<file path="config.mk">
export PLATFORM = sky130hd
export DESIGN_NAME = tdm_dch_accum
export DESIGN_NICKNAME = d
export VERILOG_FILES = /design/src/rtl/tdm_dch_pkg.sv /design/src/rtl/tdm_dch_timer.sv /design/src/rtl/tdm_dch_rx.sv /design/src/rtl/tdm_dch_tx.sv /design/src/rtl/tdm_dch_accum.sv
export SDC_FILE = /design/constraint.sdc
export NUM_CORES = 1
export LEC_CHECK = 0
export ABC_CLOCK_PERIOD_IN_PS = 2100
export BUFFER_PORTS_ARGS = -buffer_cell sky130_fd_sc_hd__buf_2
export CAP_MARGIN = 30
export CORE_MARGIN = 3
export CORE_UTILIZATION = 36
export DETAILED_ROUTE_END_ITERATION = 8
export HOLD_SLACK_MARGIN = 0.02
export PLACE_DENSITY_LB_ADDON = 0.05
export SLEW_MARGIN = 25
export SYNTH_ARGS = -nofsm -noshare
export SYNTH_HDL_FRONTEND = slang
export SYNTH_SLANG_ARGS = --single-unit
export TNS_END_PERCENT = 5
</file>
<file path="constraint.sdc">
create_clock -name clk -period 2.1 [get_ports clk]
set_clock_uncertainty 0.2 [all_clocks]
set_input_delay 0.315 -clock clk [delete_from_list [all_inputs] [get_ports clk]]
set_output_delay 0.315 -clock clk [all_outputs]
set_load 0.03 [all_outputs]
</file>
<file path="src/rtl/tdm_dch_pkg.sv">
package tdm_dch_pkg;

    typedef enum logic [1:0] {
        ACC_IDLE  = 2'd0,
        ACC_READ  = 2'd1,
        ACC_WRITE = 2'd2
    } acc_kind_e;

    function automatic acc_kind_e decode_access(input logic sel, input logic wr);
        if (!sel)    return ACC_IDLE;
        else if (wr) return ACC_WRITE;
        else         return ACC_READ;
    endfunction

endpackage

</file>
<file path="src/rtl/tdm_dch_timer.sv">
module tdm_dch_timer #(
    parameter int FRAME_BITS = 256,
    parameter int BYTE_BITS  = 8
) (
    input  logic                          clk,
    input  logic                          rst_n,
    input  logic                          soft_rst,
    input  logic                          frame_sync,
    input  logic                          rate8,
    output logic [$clog2(FRAME_BITS)-1:0] slot_pos,
    output logic                          dbit_valid,
    output logic [$clog2(BYTE_BITS)-1:0]  dbit_idx,
    output logic                          byte_first,
    output logic                          byte_last
);
    localparam int PW = $clog2(FRAME_BITS);
    localparam int IW = $clog2(BYTE_BITS);

    typedef struct packed {
        logic [PW-1:0] cnt;
        logic          synced;
        logic [IW-1:0] idx;
    } tmr_t;

    tmr_t st_q, st_d;
    logic [PW-1:0] pos;
    logic          in_dslot;

    always_comb begin
        st_d     = st_q;
        pos      = frame_sync ? '0 : st_q.cnt;
        st_d.cnt = (pos == PW'(FRAME_BITS - 1)) ? '0 : pos + 1'b1;
        st_d.synced = st_q.synced | frame_sync;
        in_dslot = (st_q.synced | frame_sync) &&
                   ((pos == '0) || ((pos == PW'(1)) && !rate8));
        if (in_dslot) begin
            st_d.idx = (st_q.idx == IW'(BYTE_BITS - 1)) ? '0 : st_q.idx + 1'b1;
        end
        if (soft_rst) begin
            st_d.idx = '0;
        end
    end

    always_ff @(posedge clk or negedge rst_n) begin
        if (!rst_n) st_q <= '0;
        else        st_q <= st_d;
    end

    assign slot_pos   = pos;
    assign dbit_valid = in_dslot;
    assign dbit_idx   = st_q.idx;
    assign byte_first = in_dslot && (st_q.idx == '0);
    assign byte_last  = in_dslot && (st_q.idx == IW'(BYTE_BITS - 1));
endmodule

</file>
<file path="src/rtl/tdm_dch_rx.sv">
module tdm_dch_rx #(
    parameter int BYTE_BITS = 8
) (
    input  logic                         clk,
    input  logic                         dbit_valid,
    input  logic [$clog2(BYTE_BITS)-1:0] dbit_idx,
    input  logic                         byte_last,
    input  logic                         ser_in,
    output logic [BYTE_BITS-1:0]         rd_byte
);
    typedef struct packed {
        logic [BYTE_BITS-1:0] acc;
        logic [BYTE_BITS-1:0] rd;
    } rx_t;

    rx_t st_q, st_d;

    always_comb begin
        st_d = st_q;
        if (dbit_valid) begin
            st_d.acc[dbit_idx] = ser_in;
        end
        if (byte_last) begin
            st_d.rd = st_d.acc;
        end
    end

    // Receive storage has no defined reset value.
    always_ff @(posedge clk) begin
        st_q <= st_d;
    end

    assign rd_byte = st_q.rd;
endmodule

</file>
<file path="src/rtl/tdm_dch_tx.sv">
module tdm_dch_tx #(
    parameter int BYTE_BITS = 8
) (
    input  logic                         clk,
    input  logic                         rst_n,
    input  logic                         soft_rst,
    input  logic                         wr_en,
    input  logic [BYTE_BITS-1:0]         wr_data,
    input  logic                         dbit_valid,
    input  logic [$clog2(BYTE_BITS)-1:0] dbit_idx,
    input  logic                         byte_first,
    output logic                         tx_bit
);
    typedef struct packed {
        logic [BYTE_BITS-1:0] hold;
        logic [BYTE_BITS-1:0] cur;
    } tx_t;

    tx_t st_q, st_d;

    always_comb begin
        st_d   = st_q;
        tx_bit = byte_first ? st_q.hold[0] : st_q.cur[dbit_idx];
        if (dbit_valid && byte_first) begin
            st_d.cur = st_q.hold;
        end
        if (wr_en) begin
            st_d.hold = wr_data;
        end
        if (soft_rst) begin
            st_d.hold = '1;
            st_d.cur  = '1;
        end
    end

    always_ff @(posedge clk or negedge rst_n) begin
        if (!rst_n) st_q <= '{hold: '1, cur: '1};
        else        st_q <= st_d;
    end
endmodule

</file>
<file path="src/rtl/tdm_dch_accum.sv">
module tdm_dch_accum #(
    parameter int FRAME_BITS = 256,
    parameter int BYTE_BITS  = 8
) (
    input  logic                 clk,
    input  logic                 rst_n,
    input  logic                 soft_rst,
    input  logic                 frame_sync,
    input  logic                 ser_in,
    output logic                 ser_out,
    output logic                 ser_out_en,
    input  logic                 cfg_enable,
    input  logic                 cfg_rate8,
    input  logic                 acc_sel,
    input  logic                 acc_wr,
    input  logic [BYTE_BITS-1:0] acc_wdata,
    output logic [BYTE_BITS-1:0] rd_data,
    output logic                 irq,
    output logic                 irq_oe
);
    import tdm_dch_pkg::*;

    localparam int PW = $clog2(FRAME_BITS);
    localparam int IW = $clog2(BYTE_BITS);

    logic [PW-1:0] slot_pos;
    logic          dbit_valid;
    logic [IW-1:0] dbit_idx;
    logic          byte_first;
    logic          byte_last;
    logic          tx_bit;
    acc_kind_e     acc_kind;

    typedef struct packed {
        logic irq;
    } top_t;

    top_t st_q, st_d;

    tdm_dch_timer #(.FRAME_BITS(FRAME_BITS), .BYTE_BITS(BYTE_BITS)) u_timer (
        .clk        (clk),
        .rst_n      (rst_n),
        .soft_rst   (soft_rst),
        .frame_sync (frame_sync),
        .rate8      (cfg_rate8),
        .slot_pos   (slot_pos),
        .dbit_valid (dbit_valid),
        .dbit_idx   (dbit_idx),
        .byte_first (byte_first),
        .byte_last  (byte_last)
    );

    tdm_dch_rx #(.BYTE_BITS(BYTE_BITS)) u_rx (
        .clk        (clk),
        .dbit_valid (dbit_valid),
        .dbit_idx   (dbit_idx),
        .byte_last  (byte_last),
        .ser_in     (ser_in),
        .rd_byte    (rd_data)
    );

    tdm_dch_tx #(.BYTE_BITS(BYTE_BITS)) u_tx (
        .clk        (clk),
        .rst_n      (rst_n),
        .soft_rst   (soft_rst),
        .wr_en      (acc_kind == ACC_WRITE),
        .wr_data    (acc_wdata),
        .dbit_valid (dbit_valid),
        .dbit_idx   (dbit_idx),
        .byte_first (byte_first),
        .tx_bit     (tx_bit)
    );

    always_comb begin
        acc_kind = decode_access(acc_sel, acc_wr);
        st_d     = st_q;
        if (acc_kind != ACC_IDLE) st_d.irq = 1'b0;
        if (byte_last)            st_d.irq = 1'b1;
        if (soft_rst)             st_d.irq = 1'b0;
    end

    always_ff @(posedge clk or negedge rst_n) begin
        if (!rst_n) st_q <= '0;
        else        st_q <= st_d;
    end

    assign ser_out_en = cfg_enable && dbit_valid;
    assign ser_out    = ser_out_en ? tx_bit : 1'b0;
    assign irq        = st_q.irq;
    assign irq_oe     = cfg_enable;
endmodule

</file>
Yosys cells after proc, flatten, opt, wreduce, memory -nomap -nowiden
Cells that the tools add are included.
{"block": "classes", "addsub": 2, "mul": 0, "div": 0, "n_lt_le_gt_ge": 2, "n_eq_ne": 4, "n_shift": 0, "muxes": 21, "bitwise": 1, "reduce_logical": 16}
{"operator": "$mux 8", "count": 5}
{"operator": "$mux 16", "count": 1}
{"operator": "$mux 3", "count": 3}
{"operator": "$add 8x1->8 const B", "count": 1}
{"operator": "$bwmux 8", "count": 1}
{"operator": "$eq 8x1->1 const B", "count": 1}
{"operator": "$eq 8x8->1 const B", "count": 1}
{"operator": "$logic_not 8->1", "count": 1}
{"operator": "$reduce_bool 2->1", "count": 4}
{"operator": "$logic_and 1x1->1", "count": 7}
{"operator": "$mux 1", "count": 7}
{"operator": "$lt 3x4->1 const B", "count": 1}
{"operator": "$mux 2", "count": 2}
{"operator": "$add 3x1->3 const B", "count": 1}
{"operator": "$bmux 1 s3", "count": 1}
{"operator": "$demux 1 s3", "count": 1}
{"operator": "$eq 3x3->1 const B", "count": 1}
{"operator": "$ge 3x1->1 const B", "count": 1}
{"operator": "$logic_not 3->1", "count": 1}
{"operator": "$reduce_bool 3->1", "count": 1}
{"operator": "$eq 2x2->1 const B", "count": 1}
{"operator": "$logic_not 1->1", "count": 1}
{"operator": "$logic_or 1x1->1", "count": 1}
{"operator": "$or 1x1->1", "count": 1}
{"block": "totals", "regBits": 45, "latchBits": 0, "ram_bits": 0, "rom_bits": 0, "in_bits": 17, "output_inout_bits": 12, "wordCells": 54, "n_memories": 0}

Logic depth before layout (Yosys ltp)
Gate-level depths: netlist of the first run.
{"block": "depth", "depth_word": 9, "ltp_mapped": 8, "mapped_depth_nobuf": 7}

Hierarchy
A second synthesis of the first run with hierarchy kept.
{"block": "unflattened", "cells_unflattened": 201, "hier_area_um2": 2379.8}
{"module": "tdm_dch_timer", "n_inst": 1, "cells_per_inst": 92, "area_each_um2": 888.4, "seq_area_each_um2": 300.3}
{"module": "tdm_dch_tx", "n_inst": 1, "cells_per_inst": 61, "area_each_um2": 767.0, "seq_area_each_um2": 420.4}
{"module": "tdm_dch_rx", "n_inst": 1, "cells_per_inst": 40, "area_each_um2": 646.9, "seq_area_each_um2": 400.4}
{"module": "tdm_dch_accum", "n_inst": 1, "cells_per_inst": 8, "area_each_um2": 77.6, "seq_area_each_um2": 25.0}

Worst setup path after synthesis of the first run
OpenSTA, ideal clock, no wires.
{"block": "synth_path", "kind": "input to output", "start": "input port frame_sync", "end": "output port ser_out", "arrival_ns": 1.910, "t_required_ns": 1.585, "setup_slack_ns": -0.325, "cell_stages": 8, "n_path_buf": 2, "path_cell_list": "buf_2 nand2b_1 ha_1 nor2b_1 or2_2 clkbuf_1 and3_1 and3_1"}
{"block": "synth_between", "elab_cells_between_ends": 11, "cone_classes": "eq/ne (1); mux (3); bitwise (1); reduce/logical (6)"}
{"element": "start: declaration", "line_no": "tdm_dch_accum.sv:8", "rtl": "input logic frame_sync,"}
{"element": "$mux 8", "line_no": "tdm_dch_timer.sv:31", "rtl": "pos = frame_sync ? '0 : st_q.cnt;"}
{"element": "$eq 8x1->1", "line_no": "tdm_dch_timer.sv:35", "rtl": "((pos == '0) || ((pos == PW'(1)) && !rate8));"}
{"element": "$logic_and 1x1->1", "line_no": "tdm_dch_timer.sv:35"}
{"element": "$logic_or 1x1->1", "line_no": "tdm_dch_timer.sv:35"}
{"element": "$logic_and 1x1->1 *", "line_no": "tdm_dch_timer.sv:34", "rtl": "in_dslot = (st_q.synced | frame_sync) &&"}
{"element": "$logic_and 1x1->1 *", "line_no": "tdm_dch_accum.sv:87", "rtl": "assign ser_out_en = cfg_enable && dbit_valid;"}
{"element": "named net ser_out_en", "line_no": "tdm_dch_accum.sv:11", "rtl": "output logic ser_out_en,"}
{"element": "$mux 1 *", "line_no": "tdm_dch_accum.sv:88", "rtl": "assign ser_out = ser_out_en ? tx_bit : 1'b0;"}
{"element": "end: declaration", "line_no": "tdm_dch_accum.sv:10", "rtl": "output logic ser_out,"}
The timed path passes the listed nets; every way through them passes the cells marked *.

Worst setup path in the final report of the first run
{"block": "layout_path", "start": "register u_timer.st_q[4] (netlist name)", "end": "output port ser_out"}
{"block": "layout_between", "elab_chain_cells": 8, "elab_cells_between_ends": 10, "cone_classes": "eq/ne (1); mux (3); reduce/logical (6)"}
{"element": "start: declaration", "line_no": "tdm_dch_timer.sv:25", "rtl": "tmr_t st_q, st_d;"}
{"element": "start signal: assignment", "line_no": "tdm_dch_timer.sv:46", "rtl": "else st_q <= st_d;"}
{"element": "$mux 8 *", "line_no": "tdm_dch_timer.sv:31"}
{"element": "$eq 8x1->1", "line_no": "tdm_dch_timer.sv:35"}
{"element": "$logic_and 1x1->1", "line_no": "tdm_dch_timer.sv:35"}
{"element": "$logic_or 1x1->1 *", "line_no": "tdm_dch_timer.sv:35"}
{"element": "$logic_and 1x1->1 *", "line_no": "tdm_dch_timer.sv:34"}
{"element": "$logic_and 1x1->1", "line_no": "tdm_dch_timer.sv:52", "rtl": "assign byte_first = in_dslot && (st_q.idx == '0);"}
{"element": "$mux 1", "line_no": "tdm_dch_tx.sv:23", "rtl": "tx_bit = byte_first ? st_q.hold[0] : st_q.cur[dbit_idx];"}
{"element": "$mux 1 *", "line_no": "tdm_dch_accum.sv:88"}
Mark *: on every way between the ends. The rest lies on a longest branch, timed or not.

==> metrics.yaml, run 1 <==
run_status:
  status: "complete, but fails checks"
  failed_checks: "negative setup slack"
worst_setup_path:
  crit_top_cell: "and3_4"
  crit_required_ns: 1.58
  endpoint_kind: "output port"
  critical_path.slowest_cell: "dfrtp_1"
  worstPathMaxFanout: 2
  slowest_delay_ns: 0.38
  critPathLaunchType: "flip-flop"
  path_buf_inv: 2
  crit_chain: "nand2b_1, inv_2, ha_4, nor2b_4, or2_4, and3_4, and3_4, buf_6"
  arrival_ns: 1.75
  critPathTopFamily: "simple AND/OR/NAND/NOR gates"
  crit_type: "reg -> out"
clock_tree:
  cts_buffer_depth: 2
  cts-htree-levels: 2
  cts_num_sinks: 45
  root_buffer: "clkbuf_8"
  cts_buffers: 5
  clk_latency_ns: 0.29
  path_clk_slew_ns: 0.08
  cts_tree: "built"
die:
  core_um2: 5709
  num_rows: 27
  fp.dieH_um: 84.04
  die_width_um: 84.04
  start_util_pct: 38.40
  die-area_um2: 7062
  ios: 29
grt:
  grt_max_degree: 30
  overflow: 0
  antenna_found_initial: 0
  grt.total_usage_pct: 13.37
  grt_pass1_wl_um: 7541
  grt_pass1_vias: 1567
placed_design:
  port_buffers: 28
  pre_cts_slack_ns: -0.1991
  gp_congestion: 0.7926
  dpl_cell_area_um2: 2520
  dp_hpwl_um: 3139
timing:
  finalCriticalPeriod_ns: 2.261
  max_slew_margin_pct: 57.14
  fmax_mhz: 442.3
  fin_hold_ws_ns: 0.04229
  final_hold_viol_count: 0
  setup_viol: 2
  setup_ws_ns: -0.1611
  slew_viol_final: 0
  rsz0062_at_grt: "true"
  fin_crit_sh_pct: 107.7
  worst_pin_slew_ns: 0.6429
routing:
  drt_iter0_drc: 66
  drc: 0
  wirelength_um: 4400
  drtAntennaViolNets: 0
  via_count: 1558
  drt-vias-per-instance: 4.854
  routedWlPerCell_um: 13.71
  first_pass_iters: 4
yosys:
  yosys_warnings: 0
  postSynthNetCount: 228
  ys.flop_type: "dfstp_2"
  ys_seq_area_share_pct: 52.28
  syn_avg_cell_area_um2: 10.69
  synth_seq_cells: 45
  syn_inst: 205
  netlist_area_um2: 2192
  ys_async_sr_fraction_pct: 64.44
  ys_types: 42
  synth_edf_count: 8
final_layout:
  antenna_cells: 0
  layout_common_cells: "buf_2 (27), nand3_1 (24), buf_4 (24)"
  syn2layout_area_growth_pct: 26.31
  fin_nets: 271
  fin_area_um2: 2769
  final_common_cell: "buf_2"
  drive_above_1_share_pct: 44.98
  n_fill_cell: 533
  utilization_pct: 48.50
run:
  max_cap_viol_count: 0
worst_hold_path:
  hold_path_class: "in -> reg"
power_and_ir_drop:
  ir_worst_vdd_v: 0.0004992
  power-per-cell-area_nw_per_um2: 776.0
  leakage_uw: 0.001201
  power_uw: 2149
state kept, by name (all words and copies together) (netlist names):
register	count
u_timer.st_q	9
u_rx.st_q	8
irq	1
u_tx.st_q	16
u_rx.rd_byte	8
u_timer.dbit_idx	3
final timing paths:
path	start	to	slack (ns)	cells past startpoint
setup / recovery	u_timer.st_q[4]$_DFF_PN0_	ser_out	-0.16	8
hold / removal	acc_wdata[2]	u_tx.st_q[10]$_DFFE_PN1P_	0.04	3
setup reg to reg	u_timer.st_q[5]$_DFF_PN0_	u_rx.rd_byte[7]$_DFFE_PP_	0.03	7
hold reg to reg	u_rx.st_q[8]$_DFF_P_	u_rx.st_q[8]$_DFF_P_	0.28	1
max in group asynchronous	rst_n	u_timer.dbit_idx[0]$_DFFE_PN0P_	0.86	2
min in group asynchronous	rst_n	u_timer.st_q[9]$_DFF_PN0_	0.37	2
worst reg2reg max path, delay by kind of cell (launching register included):
family	cells	cell delay, ns
buffers and inverters	1	0.16
multiplexers	1	0.37
adder cells (fa/ha/maj)	1	0.12
flip-flops	1	0.44
AND/OR/NAND/NOR	4	0.53
layer usage:
| metal | wire length, µm | vias up | track usage (%) |
|---|---|---|---|
| met2 | 2064 | 29 | 20.80 |
| met4 | 21 | 0 | 3.947 |
| met5 | 0 | - | 0 |
| met1 | 2155 | 737 | 17.93 |
| li1 | - | 790 | - |
| met3 | 159 | 2 | 3.949 |
stage by stage:
stage / instances / TNS (ns)
after floorplan: 205 / -0.02269
after global placement: 306 / -1.432
after detailed placement: 306 / -2.500
after CTS: 321 / -0.3348
after global routing: 321 / -1.096
final: 321 / -0.2237
cell families after synthesis:
family	count (synthesis)	share of synthesized area [%]
AO/OA/AOI/OAI	11	3.196
AND/OR/NAND/NOR	93	22.55
XOR/XNOR	3	1.199
flip-flops	45	52.28
adder cells (fa/ha/maj)	6	3.425
multiplexers	20	10.73
buffers and inverters	27	6.621
Yosys cell counts (all sizes together), types with 2 or more instances:
master,count,area [µm²]
dfrtp,13,325.3
o21ai,3,15.01
ha,6,75.07
buf,13,92.58
mux4,2,45.04
mux2i,10,100.1
dfstp,16,420.4
nand2b,6,37.54
nor3,9,45.04
nor2,21,78.83
nand2,12,45.04
nor4,2,12.51
xnor2,2,17.52
or2,2,12.51
edfxtp,8,240.2
clkbuf,7,26.28
dfxtp,8,160.2
and3,6,37.54
nor2b,2,12.51
mux2,8,90.09
nor4b,3,47.54
nand3,24,120.1
a21oi,4,23.77
inv,6,22.52
cell type report:
| class | instances | area (µm²) | share of cell area (%) |
|---|---|---|---|
| clock buffers | 6 | 72.57 | 2.621 |
| clock inverters | 2 | 33.78 | 1.220 |
| inverters | 7 | 26.28 | 0.9489 |
| multi-input cells | 133 | 1018 | 36.78 |
| flip-flops and latches | 45 | 1149 | 41.48 |
| well taps | 72 | 90.09 | 3.253 |
| repair buffers | 56 | 379.1 | 13.69 |
what timing repair did:
action,4_1_cts,5_1_grt
pin swaps,2,2
gates resized for setup,9,11
buffers inserted,6,0
hold buffers,1,0
endpoints found under the setup margin,5,28
hold endpoints to repair,13,0
report_power, final:
group,internal (µW),total (µW),switching (µW)
sequential,1000,1060,53.6
clock,351,633,282
combinational,243,459,217
total,1600,2150,552
Note: power is estimated with default switching activity, not from simulation.
==> inputs of run 2 (changes only) <==
CORE_MARGIN = 4   (was 3)
CTS_BUF_LIST = sky130_fd_sc_hd__clkbuf_4 sky130_fd_sc_hd__clkbuf_8   (was unset)
==> run 2 against run 1 <==
The run still ends with negative setup slack left. Via count shrank 0.71%. Sequential power is essentially flat. Final cell count grew 0.31%. Count of clock-buffer cells in the layout shrank 1. Sequential share of layout area grew 0.33 points. Die area grew 4.8%. Power shrank 4.8%.
==> metrics.yaml, run 2 (synthesis gave the netlist of run 1 again) <==
power_and_ir_drop:
  power_uw: 2046  # -4.8%
  power-per-cell-area_nw_per_um2: 746.2  # -3.8%
  leakage_uw: 0.001183  # -1.5%
  ir_worst_vdd_v: 0.0003918  # -22%
worst_setup_path:
  slowest_delay_ns: 0.39  # about the same
  critical_path.slowest_cell: "dfrtp_1"
  crit_type: "reg -> out"
  crit_top_cell: "and3_4"
  endpoint_kind: "output port"
  crit_required_ns: 1.58  # about the same
  arrival_ns: 1.79  # +0.04 ns
  r2r_start: "u_timer.st_q[4]$_DFF_PN0_"
  reg2reg_depth: 9  # +2
  reg2reg_slack_ns: -0.10  # -0.13 ns
  critPathTopFamily: "simple AND/OR/NAND/NOR gates"
  critPathLaunchType: "flip-flop"
  path_buf_inv: 2  # unchanged
  crit_chain: "nand2b_1, inv_2, ha_4, nor2b_4, or2_4, and3_4, and3_4, buf_6"
  timing.rr.end: "u_timer.st_q[11]$_DFF_PN0_"
  worstPathMaxFanout: 3  # +1
timing:
  rsz0062_at_grt: "true"
  fin_crit_sh_pct: 110.0  # +2.3 points
  finalCriticalPeriod_ns: 2.310  # +0.04845 ns
  max_slew_margin_pct: 56.68  # -0.46 points
  final_hold_viol_count: 0  # unchanged
  setup_ws_ns: -0.2095  # -0.04844 ns
  fmax_mhz: 433.0  # -2.1%
  setup_viol: 5  # +3
  worst_pin_slew_ns: 0.6498  # +0.006881 ns
  slew_viol_final: 0  # unchanged
run_status:
  failed_checks: "negative setup slack"
  status: "complete, but fails checks"
clock_tree:
  cts-htree-levels: 2  # unchanged
  cts_num_sinks: 45  # unchanged
  clk_latency_ns: 0.29  # about the same
  path_clk_slew_ns: 0.08  # about the same
  root_buffer: "clkbuf_8"
  cts_buffer_depth: 2  # unchanged
  cts_buffers: 5  # unchanged
  cts_tree: "built"
routing:
  drtAntennaViolNets: 0  # unchanged
  first_pass_iters: 4  # unchanged
  routedWlPerCell_um: 13.81  # +0.73%
  drt_iter0_drc: 57  # -14%
  drc: 0  # unchanged
  drt-vias-per-instance: 4.804  # -1.0%
  wirelength_um: 4446  # +1.0%
  via_count: 1547  # -0.71%
grt:
  overflow: 0  # unchanged
  antenna_found_initial: 0  # unchanged
  grt_pass1_vias: 1631  # +4.1%
  grt_pass1_wl_um: 7672  # +1.7%
  grt.total_usage_pct: 13.20  # -0.17 points
  grt_max_degree: 30  # unchanged
final_layout:
  drive_above_1_share_pct: 44.94  # about the same
  fin_area_um2: 2741  # -0.99%
  largest_register_ffs: 16  # unchanged
  final_common_cell: "buf_2"
  top_regs: "u_tx.st_q (16), u_timer.st_q (9)"
  regMostFlops: "u_tx.st_q"
  layout_common_cells: "buf_2 (27), buf_4 (23), nand3_1 (22)"
  fin_nets: 269  # -0.74%
  antenna_cells: 0  # unchanged
  syn2layout_area_growth_pct: 25.06
worst_hold_path:
  holdPathEnd: "u_tx.st_q[8]$_DFFE_PN1P_"
  hold_path_class: "in -> reg"
  holdPathStages: 3  # unchanged
  min_from: "acc_wdata[0]"
placed_design:
  dpl_cell_area_um2: 2504  # -0.65%
  gp_congestion: 0.7992  # +0.83%
  dp_hpwl_um: 3275  # +4.3%
  port_buffers: 28  # unchanged
die:
  die-area_um2: 7402  # +4.8%
  ios: 29  # unchanged
  num_rows: 28  # +3.7%
  start_util_pct: 37.02  # -1.4 points
  fp.dieH_um: 86.04  # +2.4%
  die_width_um: 86.04  # +2.4%
  core_um2: 5921  # +3.7%
run:
  max_cap_viol_count: 0  # unchanged
-- run 2: changes by cell type in the layout (fill, tap and decap cells not counted), sizes merged --
| cell | delta |
|---|---|
| inv | +1 |
| bufinv | -1 |
| clkbuf | -1 |
| clkinvlp | +1 |
| buf | -2 |
-- run 2: per-layer routing --
metal / track usage, % / wire length (µm)
met5: 0 / 0
met4: 3.453 / 24
met3: 3.266 / 198
met2: 20.46 / 2046
met1: 18.39 / 2176
-- run 2: how the worst max path moves through the flow --
stage               cells past startpoint                      start                   endpoint  slack, ns
floorplan                               8                 frame_sync  u_rx.rd_byte[7]$_DFFE_PP_      -0.01
global placement                        9                 frame_sync  u_rx.rd_byte[3]$_DFFE_PP_      -0.13
detailed placement                      9                 frame_sync  u_rx.rd_byte[7]$_DFFE_PP_      -0.15
CTS                                     8  u_timer.st_q[4]$_DFF_PN0_                    ser_out      -0.25
global route                            8  u_timer.st_q[4]$_DFF_PN0_                    ser_out      -0.30
finish                                  8  u_timer.st_q[4]$_DFF_PN0_                    ser_out      -0.21
-- run 2: metrics by stage --
| stage | std cells | hold slack [ns] | setup TNS (ns) | util [%] | worst slack, ns |
|---|---|---|---|---|---|
| 2_1_floorplan | 205 | -0.1806 | -0.02269 | - | -0.01257 |
| 4_1_cts | 321 | 0.03656 | -0.4017 | 45.44 | -0.2511 |
| 3_3_place_gp | 308 | 0.1764 | -2.120 | 42.29 | -0.1323 |
| 5_1_grt | 322 | 0.04052 | -1.167 | 46.30 | -0.3028 |
| 3_5_place_dp | 308 | 0.1940 | -2.594 | 42.29 | -0.1514 |
| 6_report | 322 | 0.04568 | -0.4248 | 46.30 | -0.2095 |
-- run 2: what timing repair did --
| item | CTS | global route |
|---|---|---|
| gates resized for setup | 13 | 8 |
| pin swaps | 3 | 2 |
| hold buffers | 1 | 0 |
| endpoints found under the setup margin | 4 | 27 |
| setup buffers | 4 | 1 |
| endpoints found under the hold margin | 13 | 0 |
-- run 2: final cells by class --
cell class / count / area [µm²]
flip-flops and latches: 45 / 1146
inverters: 7 / 26.28
repair buffers: 54 / 351.6
fillers: 564 / 3179
multi-input cells: 133 / 1033
clock inverters: 3 / 21.27
well taps: 75 / 93.84
clock buffers: 5 / 68.82
-- run 2: worst reg2reg max path, cell delays in order, from the launching register on --
cell      delay, ns
dfrtp_1        0.39
nand2b_1       0.13
inv_2          0.07
buf_4          0.13
buf_4          0.13
ha_4           0.15
and3_4         0.15
and3_4         0.16
or3b_2         0.45
a31oi_1        0.16
-- run 2: power breakdown --
group	switching, µW	total (µW)	leakage, µW	internal (µW)
logic	217	459	0.000663	242
registers	51.1	1050	0.000475	1000
clock network	298	534	0.0000445	236
==> inputs of run 3 (changes only) <==
ABC_AREA = 1   (was unset)
SETUP_SLACK_MARGIN = 0.15   (was unset)
==> run 3 against run 2 <==
Via count rose by 20%. Hold slack better by 0.014 ns. The run still ends with negative setup slack left. Flip-flop and latch count stayed put. Largest power group unchanged. Critical path type unchanged. Global-route usage grew 0.62 points. Largest cell class unchanged.
==> metrics.yaml, run 3 <==
die:
  die_width_um: 88.40  # +2.7%
  core_um2: 6314  # +6.6%
  ios: 29  # unchanged
  die-area_um2: 7815  # +5.6%
  fp.dieH_um: 88.40  # +2.7%
  start_util_pct: 36.86  # -0.16 points
  num_rows: 29  # +3.6%
timing:
  fin_crit_sh_pct: 103.7  # -6.3 points
  rsz0062_at_grt: "true"
  worst_pin_slew_ns: 0.6685  # +0.01877 ns
  max_slew_margin_pct: 55.43  # -1.3 points
  fmax_mhz: 459.2  # +6.1%
  slew_viol_final: 0  # unchanged
  finalCriticalPeriod_ns: 2.178  # -0.1318 ns
  final_hold_viol_count: 0  # unchanged
  setup_viol: 2  # -3
  setup_ws_ns: -0.07773  # +0.1318 ns
yosys:
  synth.top_cell.area_share_pct: 18.06  # -1.1 points
  synth.most_common_cell: "nand2_1"
  synthTopCellsByCount: "nand2_1 (99), inv_1 (32), o21ai_0 (19)"
  ys_async_sr_fraction_pct: 64.44  # unchanged
  yosys_warnings: 0  # unchanged
  synth_area_leader_cell: "dfstp_2"
  synth-compound-area-share_pct: 7.204  # +4.0 points
  ys.flop_type: "dfstp_2"
  postSynthNetCount: 307  # +35%
  synth_top_family_by_area: "simple AND/OR/NAND/NOR gates"
  synthAdderAreaFrac_pct: 3.226  # -0.20 points
  synth_seq_cells: 45  # unchanged
  syn_inst: 284  # +39%
  synth_area_leaders: "dfstp_2 (18%), nand2_1 (16%), dfrtp_1 (14%), edfxtp_1 (10%), dfxtp_1 (6.9%)"
  synth_edf_count: 8  # unchanged
  syn_avg_cell_area_um2: 8.194  # -23%
  synthXorXnorAreaFrac_pct: 0.7527  # -0.45 points
  ys_types: 29  # -31%
  ys_seq_area_share_pct: 49.25  # -3.0 points
  netlist_area_um2: 2327  # +6.2%
  synthMuxAreaShare_pct: 0  # -11 points
  yosys.area_share.simple_pct: 28.39  # +5.8 points
final_layout:
  largest_register_ffs: 16  # unchanged
  layout_common_cells: "nand2_1 (94), inv_1 (29), buf_2 (26)"
  final_common_cell: "nand2_1"
  utilization_pct: 44.81  # -1.5 points
  drive_above_1_share_pct: 33.44  # -12 points
  regMostFlops: "u_tx.st_q"
  top_regs: "u_tx.st_q (16), u_timer.st_q (9)"
  stdcell_count: 400  # +24%
  syn2layout_area_growth_pct: 21.56
  fin_nets: 345  # +28%
  antenna_cells: 0  # unchanged
worst_setup_path:
  crit_top_cell: "nor2_4"
  critical_path.endpoint: "ser_out"
  critPathLaunch: "u_timer.st_q[4]$_DFF_PN0_"
  r2r_start: "u_timer.st_q[4]$_DFF_PN0_"
  endpoint_kind: "output port"
  crit_cells: 11  # +3
  path_buf_inv: 2  # unchanged
  crit_required_ns: 1.58  # about the same
  crit_type: "reg -> out"
  slowest_delay_ns: 0.37  # -0.02 ns
  arrival_ns: 1.66  # -0.13 ns
  critPathTopFamily: "simple AND/OR/NAND/NOR gates"
  crit_chain: "inv_2, nor2_4, ha_4, nand2_2, nand2_2, nand2_1, nor2_2, nand3_4, nor2_4, nor2_4, buf_6"
  worstPathMaxFanout: 3  # unchanged
  critical_path.slowest_cell: "dfrtp_1"
  reg2reg_slack_ns: 0.11  # +0.21 ns
  timing.rr.end: "u_rx.rd_byte[6]$_DFFE_PP_"
  critPathLaunchType: "flip-flop"
  reg2reg_depth: 11  # +2
clock_tree:
  root_buffer: "clkbuf_8"
  cts_buffers: 5  # unchanged
  cts_tree: "built"
  clk_latency_ns: 0.29  # about the same
  path_clk_slew_ns: 0.08  # about the same
  cts_buffer_depth: 2  # unchanged
  cts_num_sinks: 45  # unchanged
  cts-htree-levels: 2  # unchanged
grt:
  grt_max_degree: 30  # unchanged
  grt_pass1_wl_um: 8452  # +10%
  antenna_found_initial: 0  # unchanged
  grt.total_usage_pct: 13.82  # +0.62 points
  grt_pass1_vias: 1865  # +14%
  overflow: 0  # unchanged
power_and_ir_drop:
  power-per-cell-area_nw_per_um2: 838.6  # +12%
  p_clk_share_pct: 24.1  # -2.0 points
  p_switching_uw: 738.7  # +30%
  p_sw_share_pct: 31.14  # +3.5 points
  leakage_uw: 0.001426  # +21%
  ir_worst_vdd_v: 0.0003886  # -0.83%
  seq_power_share_pct: 49.3  # -2.2 points
  power_frac_comb_pct: 26.6  # +4.2 points
  p_int_uw: 1634  # +10%
run_status:
  status: "complete, but fails checks"
  failed_checks: "negative setup slack"
routing:
  via_count: 1849  # +20%
  first_pass_iters: 4  # unchanged
  drt_iter0_drc: 44  # -23%
  drc: 0  # unchanged
  drt-vias-per-instance: 4.623  # -3.8%
  wirelength_um: 4851  # +9.1%
  routedWlPerCell_um: 12.13  # -12%
  drtAntennaViolNets: 0  # unchanged
placed_design:
  placed_cells: 389  # +26%
  port_buffers: 28  # unchanged
  dp_hpwl_um: 3564  # +8.8%
  gp_congestion: 0.7521  # -5.9%
  pre_cts_slack_ns: -0.07849  # +0.07292 ns
worst_hold_path:
  hold_path_class: "in -> reg"
run:
  max_cap_viol_count: 0  # unchanged
[run 3: worst min-delay path by stage]
stage          slack (ns)    startpoint                         end  cells past startpoint
2_1_floorplan       -0.18         rst_n             irq$_DFFE_PN0P_                      0
3_3_place_gp         0.20         rst_n  u_timer.st_q[10]$_DFF_PN0_                      1
3_5_place_dp         0.20         rst_n  u_timer.st_q[10]$_DFF_PN0_                      1
4_1_cts              0.05  acc_wdata[7]   u_tx.st_q[15]$_DFFE_PN1P_                      3
5_1_grt              0.06  acc_wdata[7]   u_tx.st_q[15]$_DFFE_PN1P_                      3
6_report             0.06  acc_wdata[2]   u_tx.st_q[10]$_DFFE_PN1P_                      3
[run 3: kinds of logic (layout without fill, tap and decap cells)]
logic type / count (synthesis) / count (layout)
xor+xnor: 2 / 2
fa+ha+maj: 6 / 6
buf+inv: 53 / 92
flops: 45 / 45
simple gates: 146 / 146
compound gates: 32 / 32
[run 3: worst min-delay path, cell delays in order]
cell and delay, ns:
buf_2 0.07, o21ai_0 0.06, o21ai_1 0.07
[run 3: cell type report]
| type | instances | area (µm²) |
|---|---|---|
| timing repair buffer | 48 | 321.6 |
| clock buffer | 8 | 97.59 |
| inverter | 36 | 150.1 |
| sequential | 45 | 1147 |
| fill | 643 | 3485 |
| tap | 77 | 96.34 |
| multi-input combinational | 186 | 1016 |
[run 3: through the flow]
step	power, µW	hold slack (ns)	setup TNS, ns	area [µm²]
final	2372	0.05997	-0.08111	2829
after global routing	2565	0.06048	-0.3204	2829
after CTS	2396	0.04957	-0.1259	2801
after detailed placement	1781	0.1964	-0.1019	2648
after global placement	1777	0.1984	-0.05581	2648
after floorplan	1595	-0.1806	-0.04771	2400
[run 3: what timing repair did]
action / 4_1_cts / 5_1_grt
endpoints found under the hold margin: 13 / 0
pin swaps: 3 / 3
gates resized for setup: 14 / 7
setup endpoints to repair: 10 / 31
setup buffers: 2 / 0
hold buffers: 1 / 0
[run 3: routing by layer]
| layer | vias up | GRT usage, % | routed length [µm] | part of all wire (%) |
|---|---|---|---|---|
| met2 | 23 | 23.11 | 2337 | 48 |
| li1 | 960 | - | - | - |
| met1 | 862 | 17.92 | 2327 | 48 |
| met3 | 4 | 3.073 | 146 | 3.0 |
| met5 | - | 0 | 0 | 0 |
| met4 | 0 | 4.121 | 40 | 0.82 |
[run 3: power by group through the flow]
stage | logic, µW | registers [µW] | clock network, µW
2_1_floorplan | 436 | 1160 | 0
3_3_place_gp | 591 | 1190 | 0
3_5_place_dp | 599 | 1180 | 0
4_1_cts | 631 | 1170 | 597
5_1_grt | 738 | 1190 | 638
6_report | 630 | 1170 | 573
